==> config.mk <==
export PLATFORM = sky130hd
export DESIGN_NAME = uart_rx_vote
export DESIGN_NICKNAME = d
export VERILOG_FILES = /design/src/rtl/uart_rx_vote_pkg.sv /design/src/rtl/uart_rx_vote_sync.sv /design/src/rtl/uart_rx_vote_sampler.sv /design/src/rtl/uart_rx_vote_buf.sv /design/src/rtl/uart_rx_vote.sv
export SDC_FILE = /design/constraint.sdc
export NUM_CORES = 1
export LEC_CHECK = 0
export ABC_AREA = 0
export CAP_MARGIN = 5
export CORE_ASPECT_RATIO = 0.75
export CORE_UTILIZATION = 55
export DETAILED_ROUTE_END_ITERATION = 10
export DONT_BUFFER_PORTS = 1
export PLACE_DENSITY = 0.67
export SLEW_MARGIN = 20
export SYNTH_ARGS = -nofsm -noshare
export SYNTH_HDL_FRONTEND = slang
export SYNTH_HIERARCHICAL = 1
export SYNTH_SLANG_ARGS = --single-unit
==> constraint.sdc <==
create_clock -name clk_i -period 4.5 [get_ports clk_i]
set_input_delay 0.675 -clock clk_i [delete_from_list [all_inputs] [get_ports clk_i]]
set_output_delay 0.675 -clock clk_i [all_outputs]
set_load 0.005 [all_outputs]
==> src/rtl/uart_rx_vote_pkg.sv <==
package uart_rx_vote_pkg;
    typedef enum logic [2:0] {
        ST_IDLE,
        ST_START,
        ST_DATA,
        ST_PAR,
        ST_STOP
    } rx_state_e;
endpackage

==> src/rtl/uart_rx_vote_sync.sv <==
module uart_rx_vote_sync #(
    parameter int unsigned STAGES = 2
) (
    input  logic clk_i,
    input  logic rst_ni,
    input  logic d_i,
    output logic q_o
);
    logic [STAGES-1:0] stg_d, stg_q;

    always_comb begin
        stg_d = {stg_q[STAGES-2:0], d_i};
    end

    // Resets to the idle level of the line.
    always_ff @(posedge clk_i or negedge rst_ni) begin
        if (!rst_ni) stg_q <= '1;
        else         stg_q <= stg_d;
    end

    assign q_o = stg_q[STAGES-1];
endmodule

==> src/rtl/uart_rx_vote_sampler.sv <==
module uart_rx_vote_sampler #(
    parameter int unsigned OVS = 16
) (
    input  logic clk_i,
    input  logic rst_ni,
    input  logic tick_i,
    input  logic rx_i,
    input  logic restart_i,
    output logic bit_end_o,
    output logic bit_val_o
);
    localparam int unsigned CW = $clog2(OVS);
    localparam logic [CW-1:0] MID  = CW'(OVS / 2);
    localparam logic [CW-1:0] LAST = CW'(OVS - 1);

    typedef struct packed {
        logic [CW-1:0] cnt;
        logic [2:0]    smp;
    } smp_t;

    smp_t s_d, s_q;

    always_comb begin
        s_d = s_q;
        if (restart_i) begin
            // The detecting tick counts as tick 0 of the start bit.
            s_d.cnt = CW'(1);
        end else if (tick_i) begin
            s_d.cnt = (s_q.cnt == LAST) ? '0 : s_q.cnt + 1'b1;
            if (s_q.cnt == MID - 1'b1 || s_q.cnt == MID || s_q.cnt == MID + 1'b1)
                s_d.smp = {s_q.smp[1:0], rx_i};
        end
    end

    always_ff @(posedge clk_i or negedge rst_ni) begin
        if (!rst_ni) s_q <= '{cnt: '0, smp: 3'b111};
        else         s_q <= s_d;
    end

    assign bit_end_o = tick_i && !restart_i && (s_q.cnt == LAST);
    assign bit_val_o = (s_q.smp[0] & s_q.smp[1]) | (s_q.smp[0] & s_q.smp[2]) |
                       (s_q.smp[1] & s_q.smp[2]);

    assert_restart_on_tick_R2 : assert property (@(posedge clk_i) disable iff (!rst_ni)
        restart_i |-> tick_i);
endmodule

==> src/rtl/uart_rx_vote_buf.sv <==
module uart_rx_vote_buf #(
    parameter int unsigned DATA_W = 8
) (
    input  logic              clk_i,
    input  logic              rst_ni,
    input  logic              load_i,
    input  logic [DATA_W-1:0] ld_data_i,
    input  logic              ld_fe_i,
    input  logic              ld_pe_i,
    input  logic              rd_i,
    output logic [DATA_W-1:0] data_o,
    output logic              valid_o,
    output logic              fe_o,
    output logic              pe_o,
    output logic              ovr_o
);
    typedef struct packed {
        logic [DATA_W-1:0] data;
        logic              valid;
        logic              fe;
        logic              pe;
        logic              ovr;
    } hold_t;

    hold_t h_d, h_q;

    always_comb begin
        h_d = h_q;
        if (load_i) begin
            h_d.data  = ld_data_i;
            h_d.fe    = ld_fe_i;
            h_d.pe    = ld_pe_i;
            h_d.valid = 1'b1;
            h_d.ovr   = h_q.valid && !rd_i;
        end else if (rd_i) begin
            h_d.valid = 1'b0;
            h_d.ovr   = 1'b0;
        end
    end

    always_ff @(posedge clk_i or negedge rst_ni) begin
        if (!rst_ni) h_q <= '0;
        else         h_q <= h_d;
    end

    assign data_o  = h_q.data;
    assign valid_o = h_q.valid;
    assign fe_o    = h_q.fe;
    assign pe_o    = h_q.pe;
    assign ovr_o   = h_q.ovr;

    assert_load_sets_valid_R7 : assert property (@(posedge clk_i) disable iff (!rst_ni)
        load_i |=> valid_o);
    assert_overrun_flag_R8 : assert property (@(posedge clk_i) disable iff (!rst_ni)
        (load_i && valid_o && !rd_i) |=> ovr_o);
    assert_ovr_needs_valid_R8 : assert property (@(posedge clk_i) disable iff (!rst_ni)
        !valid_o |-> !ovr_o);
    assert_read_clears_R9 : assert property (@(posedge clk_i) disable iff (!rst_ni)
        (rd_i && !load_i) |=> (!valid_o && !ovr_o && $stable(data_o) && $stable(fe_o)));
endmodule

==> src/rtl/uart_rx_vote.sv <==
module uart_rx_vote
    import uart_rx_vote_pkg::*;
#(
    parameter int unsigned DATA_W = 8,
    parameter int unsigned OVS    = 16,
    parameter int unsigned SYNC_N = 2
) (
    input  logic                      clk_i,
    input  logic                      rst_ni,
    input  logic                      tick_i,
    input  logic                      rx_i,
    input  logic                      en_i,
    input  logic [$clog2(DATA_W)-1:0] cfg_len_i,
    input  logic                      cfg_par_en_i,
    input  logic                      cfg_par_odd_i,
    input  logic                      rd_i,
    output logic [DATA_W-1:0]         rd_data_o,
    output logic                      rd_valid_o,
    output logic                      rd_frame_err_o,
    output logic                      rd_par_err_o,
    output logic                      rd_ovr_o
);
    localparam int unsigned IW = $clog2(DATA_W);

    typedef struct packed {
        rx_state_e         state;
        logic [IW-1:0]     idx;
        logic [DATA_W-1:0] data;
        logic              pe;
    } fsm_t;

    fsm_t f_d, f_q;
    logic rx_s, bit_end, bit_val, restart, frame_done;

    uart_rx_vote_sync #(.STAGES(SYNC_N)) i_sync (
        .clk_i (clk_i), .rst_ni(rst_ni), .d_i(rx_i), .q_o(rx_s)
    );

    uart_rx_vote_sampler #(.OVS(OVS)) i_sampler (
        .clk_i    (clk_i),
        .rst_ni   (rst_ni),
        .tick_i   (tick_i),
        .rx_i     (rx_s),
        .restart_i(restart),
        .bit_end_o(bit_end),
        .bit_val_o(bit_val)
    );

    always_comb begin
        f_d        = f_q;
        restart    = 1'b0;
        frame_done = 1'b0;
        if (!en_i) begin
            f_d.state = ST_IDLE;
        end else begin
            unique case (f_q.state)
                ST_IDLE: if (tick_i && !rx_s) begin
                    restart   = 1'b1;
                    f_d.state = ST_START;
                end
                ST_START: if (bit_end) begin
                    if (bit_val) begin
                        f_d.state = ST_IDLE;
                    end else begin
                        f_d.state = ST_DATA;
                        f_d.idx   = '0;
                        f_d.data  = '0;
                        f_d.pe    = 1'b0;
                    end
                end
                ST_DATA: if (bit_end) begin
                    f_d.data[f_q.idx] = bit_val;
                    if (f_q.idx == cfg_len_i) f_d.state = cfg_par_en_i ? ST_PAR : ST_STOP;
                    else                      f_d.idx   = f_q.idx + 1'b1;
                end
                ST_PAR: if (bit_end) begin
                    f_d.pe    = (^f_q.data) ^ bit_val ^ cfg_par_odd_i;
                    f_d.state = ST_STOP;
                end
                ST_STOP: if (bit_end) begin
                    frame_done = 1'b1;
                    f_d.state  = ST_IDLE;
                end
                default: f_d.state = ST_IDLE;
            endcase
        end
    end

    always_ff @(posedge clk_i or negedge rst_ni) begin
        if (!rst_ni) f_q <= '{state: ST_IDLE, idx: '0, data: '0, pe: 1'b0};
        else         f_q <= f_d;
    end

    uart_rx_vote_buf #(.DATA_W(DATA_W)) i_buf (
        .clk_i    (clk_i),
        .rst_ni   (rst_ni),
        .load_i   (frame_done),
        .ld_data_i(f_q.data),
        .ld_fe_i  (!bit_val),
        .ld_pe_i  (f_q.pe),
        .rd_i     (rd_i),
        .data_o   (rd_data_o),
        .valid_o  (rd_valid_o),
        .fe_o     (rd_frame_err_o),
        .pe_o     (rd_par_err_o),
        .ovr_o    (rd_ovr_o)
    );

    assert_off_no_frame_R10 : assert property (@(posedge clk_i) disable iff (!rst_ni)
        !en_i |=> !frame_done);
    assert_start_from_idle_R2 : assert property (@(posedge clk_i) disable iff (!rst_ni)
        restart |-> (f_q.state == ST_IDLE && !rx_s));
endmodule

==> impl.org <==
** Worst setup path
- Minimum setup slack among reg-to-reg paths :: between 1.5 and 2 ns
- The startpoint identified for the worst register-to-register timing path is f_q[13].
- CP Buf/Inv Count :: 1
- The critical path goes through nor2_1, and3_1, nor3_1, nand2_1, nor2_1, buf_4, mux2_2.
- STA puts the critical path data required time at 4.67 ns.
- Critical-path maximum fanout :: 12
- Worst setup startpoint :: f_q[13]
- By startpoint and endpoint, the worst setup path is classified as flop to flop.
- Launching element type of the critical path :: flop
- Slowest-stage cell, CP :: sky130_fd_sc_hd__nor3_1
- Crit. End Element :: flop
- Worst Setup EP :: i_buf/data_o[3]
- Counting buffers and inverters, the worst setup path is 7 cells deep.
- Critical R2R Capture :: i_buf/data_o[3]
- FF-to-FF path depth :: 7
- Most frequent CP cell :: sky130_fd_sc_hd__nor2_1
- Slowest Stage Delay on Critical Path :: about 0.7 ns
- Among cell families on the critical path, the largest total delay comes from simple AND/OR/NAND/NOR gates.
- For the worst setup path, the data arrival time is between 3 and 4 ns.

** Route
- Detailed-routing iteration count for the pre-antenna-repair pass :: 8
- For this block, the via count after detailed routing is ~1.3k.
- Dividing the detail-routed wire length by the instance count gives 16.1 um.
- DRC Markers :: 3
- Final antenna-violating net count :: 0
- Number of vias per cell after detailed routing :: between 6 and 7
- After the first detailed-routing iteration, the DRC count stood at about 60.
- Wires add up to 3.53 mm.

** Clock tree
- After clock tree synthesis, the clock-pin slew on the worst setup and hold paths is ~0.070 ns.
- Number of CTS-inserted buffers :: 5
- The number of hold buffers added after CTS was 0.
- Worst-case clock buffer depth :: 2
- Number of buffers added for setup after CTS :: 0
- Clock insertion delay at the later pin of the skew report :: about 0.28 ns
- Number of levels in the clock H-tree :: 2
- The tree built by TritonCTS fans out to 36 sinks.
- Cts repair resizes :: 0
- Clk root buf :: sky130_fd_sc_hd__clkbuf_8
- TritonCTS clock tree :: built

** Placed design
- Input and output buffers added on the ports amount to 0.
- Instance area after placement :: 1960 sq um
- Post-Place Worst Slack :: 1.46 ns
- Total instance count after detailed placement :: between 200 and 250
- Global placer's final weighted congestion :: around 0.99
- Summed over all nets, the half-perimeter wirelength after detailed placement is 2.54 mm.

** Timing
- Clock skew on the completed layout was measured at between 0.007 and 0.008 ns.
- Setup repair after global routing left no endpoint under its margin.
- Fin. max-slew vios :: 0
- Final Cycle Share :: 0.644
- The worst pin sits at a relative slew slack of 0.450.
- For the finished layout, the period the worst path requires is 2.90 ns.
- Max Fclk :: around 0.35 GHz
- The final-report hold violation count was 0.
- # setup viols final :: 0
- Accumulated negative setup slack :: 0 ns
- Hold timing on the final database bottoms out at a slack of 0.0808 ns.
- Final worst slack :: between 1.5 and 2 ns
- Worst-margin pin slew :: between 0.8 and 0.9 ns

** Power
- Leakage component of the power :: around 0.95 nW
- Power per cell area :: 400 nW/um^2
- Worst IR Drop VDD :: approximately 0.27 mV

** Floorplanning
- The die is 71.1 um wide.
- Height of the chip :: around 54 um
- Core Region :: between 3000 and 4000 sq um
- The die covers ~3800 sq um.
- Cell Rows :: 18
- The initial utilization of the core area, before any placement, comes to 0.587.
- In this run the count of I/O pins placed on the die edge is 23.

** Min path
- The min-delay analysis places its worst path in the category input pin to asynchronous set/reset pin.

** Final layout
- Layout cells sized above 1 :: 0.172
- Once layout is done, the placed cells without fillers occupy between 2000 and 2500 sq um.
- Compared with the post-synthesis result, the final layout area differs by 5.08%.
- Post-Layout Cell Count :: 220
- Diode count :: 0
- In the final design database the tool counted between 150 and 200 nets.

** Global routing
- Summed over all layers, the global routing overflow is 0.
- Maximum number of pins on one net before global-route repair :: 37
- Global-route wire length before repair :: roughly 6 mm
- The number of antenna violations at the first check in global routing is 0.
- Across every metal layer, demand over resource in global routing totals 0.211.
- The via count of the first global-routing pass came to between 1k and 1.5k.

** Synth
- Post-synthesis cell area :: about 2000 sq um
- The share of synthesized area in the top cell type comes to 0.394.
- For this run, the register share of the synthesized area comes to 0.460.
- Ranking of synthesized cells by area :: sky130_fd_sc_hd__dfrtp_1 39%, sky130_fd_sc_hd__dfstp_2 6.7%, sky130_fd_sc_hd__mux2_4 6.1%
- The biggest area contributor in the post-synthesis netlist is sky130_fd_sc_hd__dfrtp_1.
- Most common library cells after synthesis :: 31 x sky130_fd_sc_hd__dfrtp_1, 13 x sky130_fd_sc_hd__nor2_1, 13 x sky130_fd_sc_hd__o21ai_0
- Ys async rst share :: 1.00
- Yosys printed 6 warnings.
- The most used flip-flop cell after synthesis is sky130_fd_sc_hd__dfrtp_1.
- Synthesis produced a netlist with a net count of ~190.
- In the post-synthesis netlist, the cell with the most instances is sky130_fd_sc_hd__dfrtp_1.
- In the synthesized netlist, the number of instances is 179.
- Synth cell types :: 52
- Counting flops and latches in the post-synthesis netlist gives 36.
- Counting flops with a built-in enable in the synthesized netlist gives 0.
- Average footprint of a synthesized cell :: around 11 sq um

** Outcome
- Violated checks :: DRC
- The flow ran to the end, but the final reports show violations.

** Flow run
- MaxCap Viol Count :: 0
layer usage:
layer | GRT usage | up-vias | wire length [um]
met5 | 0 | - | 0
met4 | 0.0700 | 0 | 28
met3 | 0.0637 | 4 | 206
met2 | 0.288 | 38 | 1430
met1 | 0.316 | 651 | 1860
li1 | - | 644 | -
through the flow:
step	util	total power, mW
CTS	0.617	0.834
detailed placement	0.585	0.557
global route	0.617	0.878
global placement	0.585	0.554
floorplan	-	0.531
finish	0.617	0.828
kinds of logic (layout without fill, tap and decap cells):
family | Yosys count | count (layout) | synth area share
simple gates | 49 | 49 | 0.143
compound gates | 42 | 42 | 0.144
flops | 36 | 36 | 0.460
buf+inv | 18 | 19 | 0.0521
mux | 17 | 17 | 0.110
xor+xnor | 12 | 12 | 0.0603
fa+ha+maj | 5 | 5 | 0.0305
cell type report:
cell class,count,area [sq um]
Clock buffer,6,72.6
Clock inverter,2,35.0
Fill cell,287,1280
Inverter,10,37.5
Multi-Input combinational cell,125,961
Sequential cell,36,907
Tap cell,40,50.0
Timing Repair Buffer,1,7.51
registers in the layout, summed over array words and instances, names as in the netlist:
signal	cells
i_sync/stg_q	2
i_buf/pe_o	1
i_sampler/s_q	7
i_buf/fe_o	1
i_buf/data_o	8
f_q	15
i_buf/ovr_o	1
i_buf/valid_o	1
layout by cell type, fill, tap and decap left out, types with 2 or more instances in the layout:
| cell type | n |
|---|---|
| sky130_fd_sc_hd__a21oi_1 | 7 |
| sky130_fd_sc_hd__a22o_1 | 3 |
| sky130_fd_sc_hd__a31oi_1 | 3 |
| sky130_fd_sc_hd__and3_1 | 2 |
| sky130_fd_sc_hd__clkbuf_8 | 5 |
| sky130_fd_sc_hd__dfrtp_1 | 31 |
| sky130_fd_sc_hd__dfstp_2 | 5 |
| sky130_fd_sc_hd__ha_1 | 4 |
| sky130_fd_sc_hd__inv_1 | 9 |
| sky130_fd_sc_hd__mux2_1 | 3 |
| sky130_fd_sc_hd__mux2_2 | 2 |
| sky130_fd_sc_hd__mux2_4 | 8 |
| sky130_fd_sc_hd__mux2i_1 | 4 |
| sky130_fd_sc_hd__nand2_1 | 9 |
| sky130_fd_sc_hd__nand2b_1 | 4 |
| sky130_fd_sc_hd__nand3_1 | 2 |
| sky130_fd_sc_hd__nand4_1 | 3 |
| sky130_fd_sc_hd__nor2_1 | 13 |
| sky130_fd_sc_hd__nor2b_1 | 5 |
| sky130_fd_sc_hd__nor3_1 | 2 |
| sky130_fd_sc_hd__o21ai_0 | 13 |
| sky130_fd_sc_hd__o22ai_1 | 3 |
| sky130_fd_sc_hd__xnor2_1 | 9 |
| sky130_fd_sc_hd__xor2_1 | 2 |
power by group:
| part | internal [mW] | switching (mW) |
|---|---|---|
| Combinational | 0.0694 | 0.0818 |
| Sequential | 0.363 | 0.0392 |
| Clock | 0.164 | 0.110 |
how the worst min path moves through the flow:
stage,slack (ns),cells past startpoint,end,start
2_1_floorplan,0.35,0,i_sync/stg_q[1],i_sync/stg_q[0]
5_1_grt,0.06,0,i_buf/data_o[0],rst_ni
3_3_place_gp,0.35,0,i_sync/stg_q[1],i_sync/stg_q[0]
6_report,0.08,0,i_buf/data_o[6],rst_ni
3_5_place_dp,0.35,0,i_sync/stg_q[1],i_sync/stg_q[0]
4_1_cts,0.07,0,i_buf/data_o[7],rst_ni
No activity file was read; power rests on OpenSTA's default activity.
